==> src/rtl/flo_pkg.sv <==
package flo_pkg;

  typedef enum logic [1:0] {
    M_PRESET = 2'd0,
    M_PAR    = 2'd1,
    M_SER    = 2'd2
  } meth_e;

  function automatic meth_e decode_meth(input logic mode, input logic s0);
    if (!mode) return M_PRESET;
    return s0 ? M_SER : M_PAR;
  endfunction

  function automatic logic [6:0] preset_val(input logic s1, input logic s0);
    if (s1) return 7'd64;
    return s0 ? 7'd16 : 7'd8;
  endfunction

endpackage

==> src/rtl/flo_rst_sync.sv <==
module flo_rst_sync (
  input  logic clk,
  input  logic rst_n,
  output logic rst_sync_n
);
  logic q1, q2;

  always_ff @(posedge clk or negedge rst_n) begin
    if (!rst_n) begin
      q1 <= 1'b0;
      q2 <= 1'b0;
    end else begin
      q1 <= 1'b1;
      q2 <= q1;
    end
  end

  assign rst_sync_n = q2;
endmodule

==> src/rtl/flo_cfg.sv <==
module flo_cfg
  import flo_pkg::*;
(
  input  logic  clk,
  input  logic  cap,
  input  logic  mode,
  input  logic  s0,
  output meth_e meth
);
  meth_e meth_d;

  always_comb begin
    meth_d = meth;
    if (cap) meth_d = decode_meth(mode, s0);
  end

  always_ff @(posedge clk) begin
    meth <= meth_d;
  end
endmodule

==> src/rtl/flo_count.sv <==
module flo_count #(
  parameter int CW = 5
) (
  input  logic          clk,
  input  logic          rst_n,
  input  logic          clr,
  input  logic          inc,
  input  logic [CW-1:0] target,
  output logic [CW-1:0] cnt,
  output logic          full
);
  logic [CW-1:0] cnt_d;

  assign full = (cnt == target);

  always_comb begin
    cnt_d = cnt;
    if (clr)              cnt_d = '0;
    else if (inc && !full) cnt_d = cnt + 1'b1;
  end

  always_ff @(posedge clk or negedge rst_n) begin
    if (!rst_n) cnt <= '0;
    else        cnt <= cnt_d;
  end

  // the bit/word count never passes the configured total
  p_cnt_bound_r5: assert property (@(posedge clk) disable iff (!rst_n || clr)
    cnt <= target);
endmodule

==> src/rtl/flo_loader.sv <==
module flo_loader
  import flo_pkg::*;
#(
  parameter int W  = 10,
  parameter int DW = 36
) (
  input  logic          clk,
  input  logic          rst_n,
  input  logic          prog_mode,
  input  logic          sel1_sen_n,
  input  logic          sel0_sdi,
  input  logic          ld_stb,
  input  logic [DW-1:0] ld_data,
  output logic [W-1:0]  x_off,
  output logic [W-1:0]  y_off,
  output logic          done
);
  localparam int YXW = 2 * W;
  localparam int CW  = $clog2(YXW + 1);

  logic            rst_sync_n;
  meth_e           meth;
  logic [CW-1:0]   cnt, target;
  logic            full, ser_go, par_go;
  logic [YXW-1:0]  yx, yx_d;
  logic [6:0]      pv;

  initial begin
    if (W < 7)   $error("W must hold the largest preset");
    if (DW < W)  $error("DW must cover W");
  end

  flo_rst_sync u_sync (
    .clk        (clk),
    .rst_n      (rst_n),
    .rst_sync_n (rst_sync_n)
  );

  flo_cfg u_cfg (
    .clk  (clk),
    .cap  (!rst_sync_n),
    .mode (prog_mode),
    .s0   (sel0_sdi),
    .meth (meth)
  );

  always_comb begin
    case (meth)
      M_SER:   target = CW'(YXW);
      M_PAR:   target = CW'(2);
      default: target = '0;
    endcase
  end

  assign ser_go = rst_sync_n && (meth == M_SER) && !full && !sel1_sen_n;
  assign par_go = rst_sync_n && (meth == M_PAR) && !full && ld_stb;

  flo_count #(.CW(CW)) u_cnt (
    .clk    (clk),
    .rst_n  (rst_n),
    .clr    (!rst_sync_n),
    .inc    (ser_go || par_go),
    .target (target),
    .cnt    (cnt),
    .full   (full)
  );

  assign pv = preset_val(sel1_sen_n, sel0_sdi);

  always_comb begin
    yx_d = yx;
    if (!rst_sync_n) begin
      if (prog_mode) yx_d = '0;
      else           yx_d = {W'(pv), W'(pv)};
    end else if (ser_go) begin
      yx_d = {yx[YXW-2:0], sel0_sdi};
    end else if (par_go) begin
      if (cnt[0]) yx_d[YXW-1:W] = ld_data[W-1:0];
      else        yx_d[W-1:0]   = ld_data[W-1:0];
    end
  end

  always_ff @(posedge clk or negedge rst_n) begin
    if (!rst_n) yx <= '0;
    else        yx <= yx_d;
  end

  assign y_off = yx[YXW-1:W];
  assign x_off = yx[W-1:0];
  assign done  = rst_sync_n && full;

  // completion holds until master reset
  p_done_hold_r7: assert property (@(posedge clk) disable iff (!rst_sync_n)
    done |=> done);
  // offsets frozen once complete
  p_frozen_r7: assert property (@(posedge clk) disable iff (!rst_sync_n)
    done |=> $stable({y_off, x_off}));
  // method fixed after reset release
  p_cfg_fixed_r10: assert property (@(posedge clk) disable iff (!rst_sync_n)
    1'b1 |=> $stable(meth));
  // an enabled serial edge puts the data bit in X's LSB
  p_serial_shift_r5: assert property (@(posedge clk) disable iff (!rst_sync_n)
    ser_go |=> x_off[0] == $past(sel0_sdi));
  // preset method reports done out of reset
  p_preset_done_r4: assert property (@(posedge clk) disable iff (!rst_n)
    (rst_sync_n && meth == M_PRESET) |-> done);
  // first parallel strobe fills X
  p_par_x_r8: assert property (@(posedge clk) disable iff (!rst_sync_n)
    (par_go && cnt == '0) |=> x_off == $past(ld_data[W-1:0]));
endmodule

==> config.mk <==
export PLATFORM = sky130hd
export DESIGN_NAME = flo_loader
export DESIGN_NICKNAME = d
export VERILOG_FILES = /design/src/rtl/flo_pkg.sv /design/src/rtl/flo_rst_sync.sv /design/src/rtl/flo_cfg.sv /design/src/rtl/flo_count.sv /design/src/rtl/flo_loader.sv
export SDC_FILE = /design/constraint.sdc
export NUM_CORES = 1
export LEC_CHECK = 0
export BUFFER_PORTS_ARGS = -buffer_cell sky130_fd_sc_hd__buf_2
export CORE_ASPECT_RATIO = 1.5
export CORE_UTILIZATION = 40
export DETAILED_ROUTE_END_ITERATION = 10
export PLACE_DENSITY = 0.68
export SLEW_MARGIN = 30
export SYNTH_ARGS = -nofsm -noshare
export SYNTH_HDL_FRONTEND = slang
export SYNTH_SLANG_ARGS = --single-unit
==> constraint.sdc <==
create_clock -name clk -period 2.3 [get_ports clk]
set_input_delay 0.115 -clock clk [delete_from_list [all_inputs] [get_ports clk]]
set_output_delay 0.115 -clock clk [all_outputs]
set_load 0.01 [all_outputs]
==> results.py <==
metrics = {
    "outcome": {
        "status": "finished clean",
    },
    "sta": {
        "rsz0062_at_grt": "false",
        "fin_crit_sh_pct": 95.2,
        "clock_skew_ns": 0.00603,
        "setup_viol": 0,
        "tightest_slew_ns": 0.609,
        "fin_crit_ns": 2.19,
        "setup_tns_ns": 0,
        "slew_violations": 0,
        "slew_headroom_pct": 59.4,
        "hold_viol": 0,
        "fmax_ghz": 0.457,
    },
    "cts": {
        "cts_resized": 0,
        "htree_levels": 2,
        "cts_buffers": 5,
        "clk_pin_slew_ns": 0.06,
        "cts_tree": "built",
        "clock-sinks": 29,
        "cts-root-buf": "clkbuf_8",
        "cts_max_path_buffers": 2,
        "post_cts_buffers": 0,
        "hold_buffers": 1,
        "insertion_delay_ns": 0.28,
    },
    "pwr": {
        "p_leak_nw": 0.946,
        "seqPwrFrac_pct": 48.7,
        "peakVddDrop_v": 0.000335,
        "swShare_pct": 28.0,
        "p_comb_share_pct": 16.4,
        "power.density_mw_per_mm2": 600,
        "intPower_mw": 0.842,
        "p_total_mw": 1.17,
        "clockPowerShare_pct": 34.9,
        "p_sw_mw": 0.327,
    },
    "final_layout": {
        "insertedDiodeCount": 0,
        "instances_no_fill": 231,
        "regArea_um2": 736,
        "final_cell_mix": "buf_2 (36), dfrtp_1 (27), mux2i_1 (16)",
        "fin_area_mm2": 0.00195,
        "layout-drive-gt1-share_pct": 33.5,
        "multi_input_area_um2": 800,
        "area_delta_synth_final_pct": 22.2,
        "final_nets": 230,
        "fillCellCount": 363,
        "layout_commonest_cell": "buf_2",
    },
    "floorplanning": {
        "num_io_pins": 63,
        "initial_core_util_pct": 42.5,
        "die_w_um": 53.5,
        "rows": 27,
        "die_area_mm2": 0.00425,
        "die_height_um": 79.3,
        "coreArea_mm2": 0.00375,
    },
    "drt": {
        "wl_met3_um": 211,
        "top_layer": "met4",
        "drc_errors": 0,
        "wl_met1_mm": 1.49,
        "routedWlPerCell_um": 17.1,
        "wl_met2_mm": 2.11,
        "drt-initial-drc-count": 32,
        "routed_via_density": 5.93,
        "postRouteWirelength_mm": 3.96,
        "ant_nets": 0,
        "vias": 1370,
        "firstDrtPassIters": 4,
    },
    "synthesis": {
        "syn_nets": 182,
        "ys_seq_elements": 29,
        "synth-edff-count": 2,
        "ys_types": 42,
        "syn_area_mm2": 0.00159,
        "async_flop_share_pct": 93.1,
        "yosysSeqAreaShare_pct": 46.2,
        "avgSynthCellArea_um2": 11.5,
        "netlist_instances": 139,
        "ys.flop_type": "dfrtp_1",
        "yosys_warnings": 0,
    },
    "critical_path": {
        "cp_max_fo": 9,
        "endpoint_kind": "primary output",
        "worst_setup_path_start_kind": "flip-flop",
        "required_ns": 2.18,
        "arrival_ns": 2.07,
        "crit_type": "reg2out",
    },
    "grt": {
        "antenna_found_initial": 0,
        "grt_use_total_pct": 22.0,
        "gr-total-overflow": 0,
        "grt_pass1_wl_mm": 6.69,
        "grt_max_degree": 28,
        "grt_pass1_vias": 1395,
    },
    "placed_design": {
        "dp_cells": 222,
        "dp_hpwl_mm": 3.00,
        "placed_area_mm2": 0.00186,
        "io_buffers": 36,
        "globalplace.congestion": 0.817,
    },
    "run": {
        "max-cap-violations": 0,
    },
    "hold_path": {
        "worstHoldPathType": "in2reg",
    },
}
worst paths after layout:
check	cells past startpoint	startpoint	endpoint	slack, ns
max	6	u_cnt.cnt[0]	done	0.11
max in group asynchronous	2	rst_n	yx[16]	1.51
min reg2reg	0	u_sync.q1	u_sync.rst_sync_n	0.36
min in group asynchronous	2	rst_n	u_cnt.cnt[4]	0.38
min	3	ld_data[9]	yx[19]	0.12
max reg2reg	4	u_cnt.cnt[0]	yx[6]	0.17
state kept, by name, indices dropped and copies added (netlist names):
signal / cells
yx: 20
u_sync.rst_sync_n: 1
u_sync.q1: 1
u_cfg.meth: 2
u_cnt.cnt: 5
cell type report:
cell class,count,area share [%]
clock buffers,6,3.73
flip-flops and latches,29,37.8
well taps,43,2.76
clock inverters,2,0.514
repair buffers,48,14.0
multi-input cells,102,41.0
inverters,1,0.193
layer usage:
metal	GRT usage (%)	up-vias
li1	-	627
met1	24.3	677
met2	37.4	50
met3	4.98	16
met4	12.1	0
met5	0	-
cell families (layout without fill, tap and decap cells):
kind of cell / Yosys count / after routing / share of synthesized area (%)
simple gates: 35 / 35 / 12.7
compound gates: 41 / 41 / 20.5
mux: 21 / 21 / 14.3
flops: 29 / 29 / 46.2
fa+ha+maj: 1 / 1 / 0.785
other cells: 1 / 1 / 0.235
buf+inv: 8 / 57 / 3.69
xor+xnor: 3 / 3 / 1.65
stage by stage:
step / worst slack [ns] / hold WS [ns] / util, %
detailed placement: 0.182 / 0.174 / 49.5
floorplan: 0.331 / -0.181 / -
finish: 0.110 / 0.124 / 52.0
CTS: 0.0950 / 0.121 / 52.0
global route: 0.0136 / 0.146 / 52.0
global placement: 0.212 / 0.151 / 49.5
critical path, stage by stage (launching register included):
cell,delay [ns]
dfrtp_1,0.47
or4b_1,0.72
a21oi_2,0.21
buf_4,0.16
nor2_1,0.04
nor2_1,0.07
buf_2,0.13
synthesized netlist by cell type (all sizes together) (3+ instances only):
master	number	share of area (%)
dfrtp	27	42
mux2	5	4.2
a21o	3	1.9
nor2	5	1.2
nand3	4	1.3
buf	5	2.9
o2bb2ai	14	7.7
or4	3	1.4
a21oi	5	2.0
mux2i	16	10
nand2	10	2.4
o211ai	10	4.7
power groups by stage:
| stage | combinational [mW] | clock (mW) | sequential (mW) |
|---|---|---|---|
| final | 0.192 | 0.408 | 0.570 |
| after global routing | 0.212 | 0.431 | 0.574 |
| after CTS | 0.195 | 0.419 | 0.570 |
| after detailed placement | 0.192 | 0 | 0.579 |
| after global placement | 0.188 | 0 | 0.577 |
| after floorplan | 0.104 | 0 | 0.584 |
No activity file was read; power rests on OpenSTA's default activity.
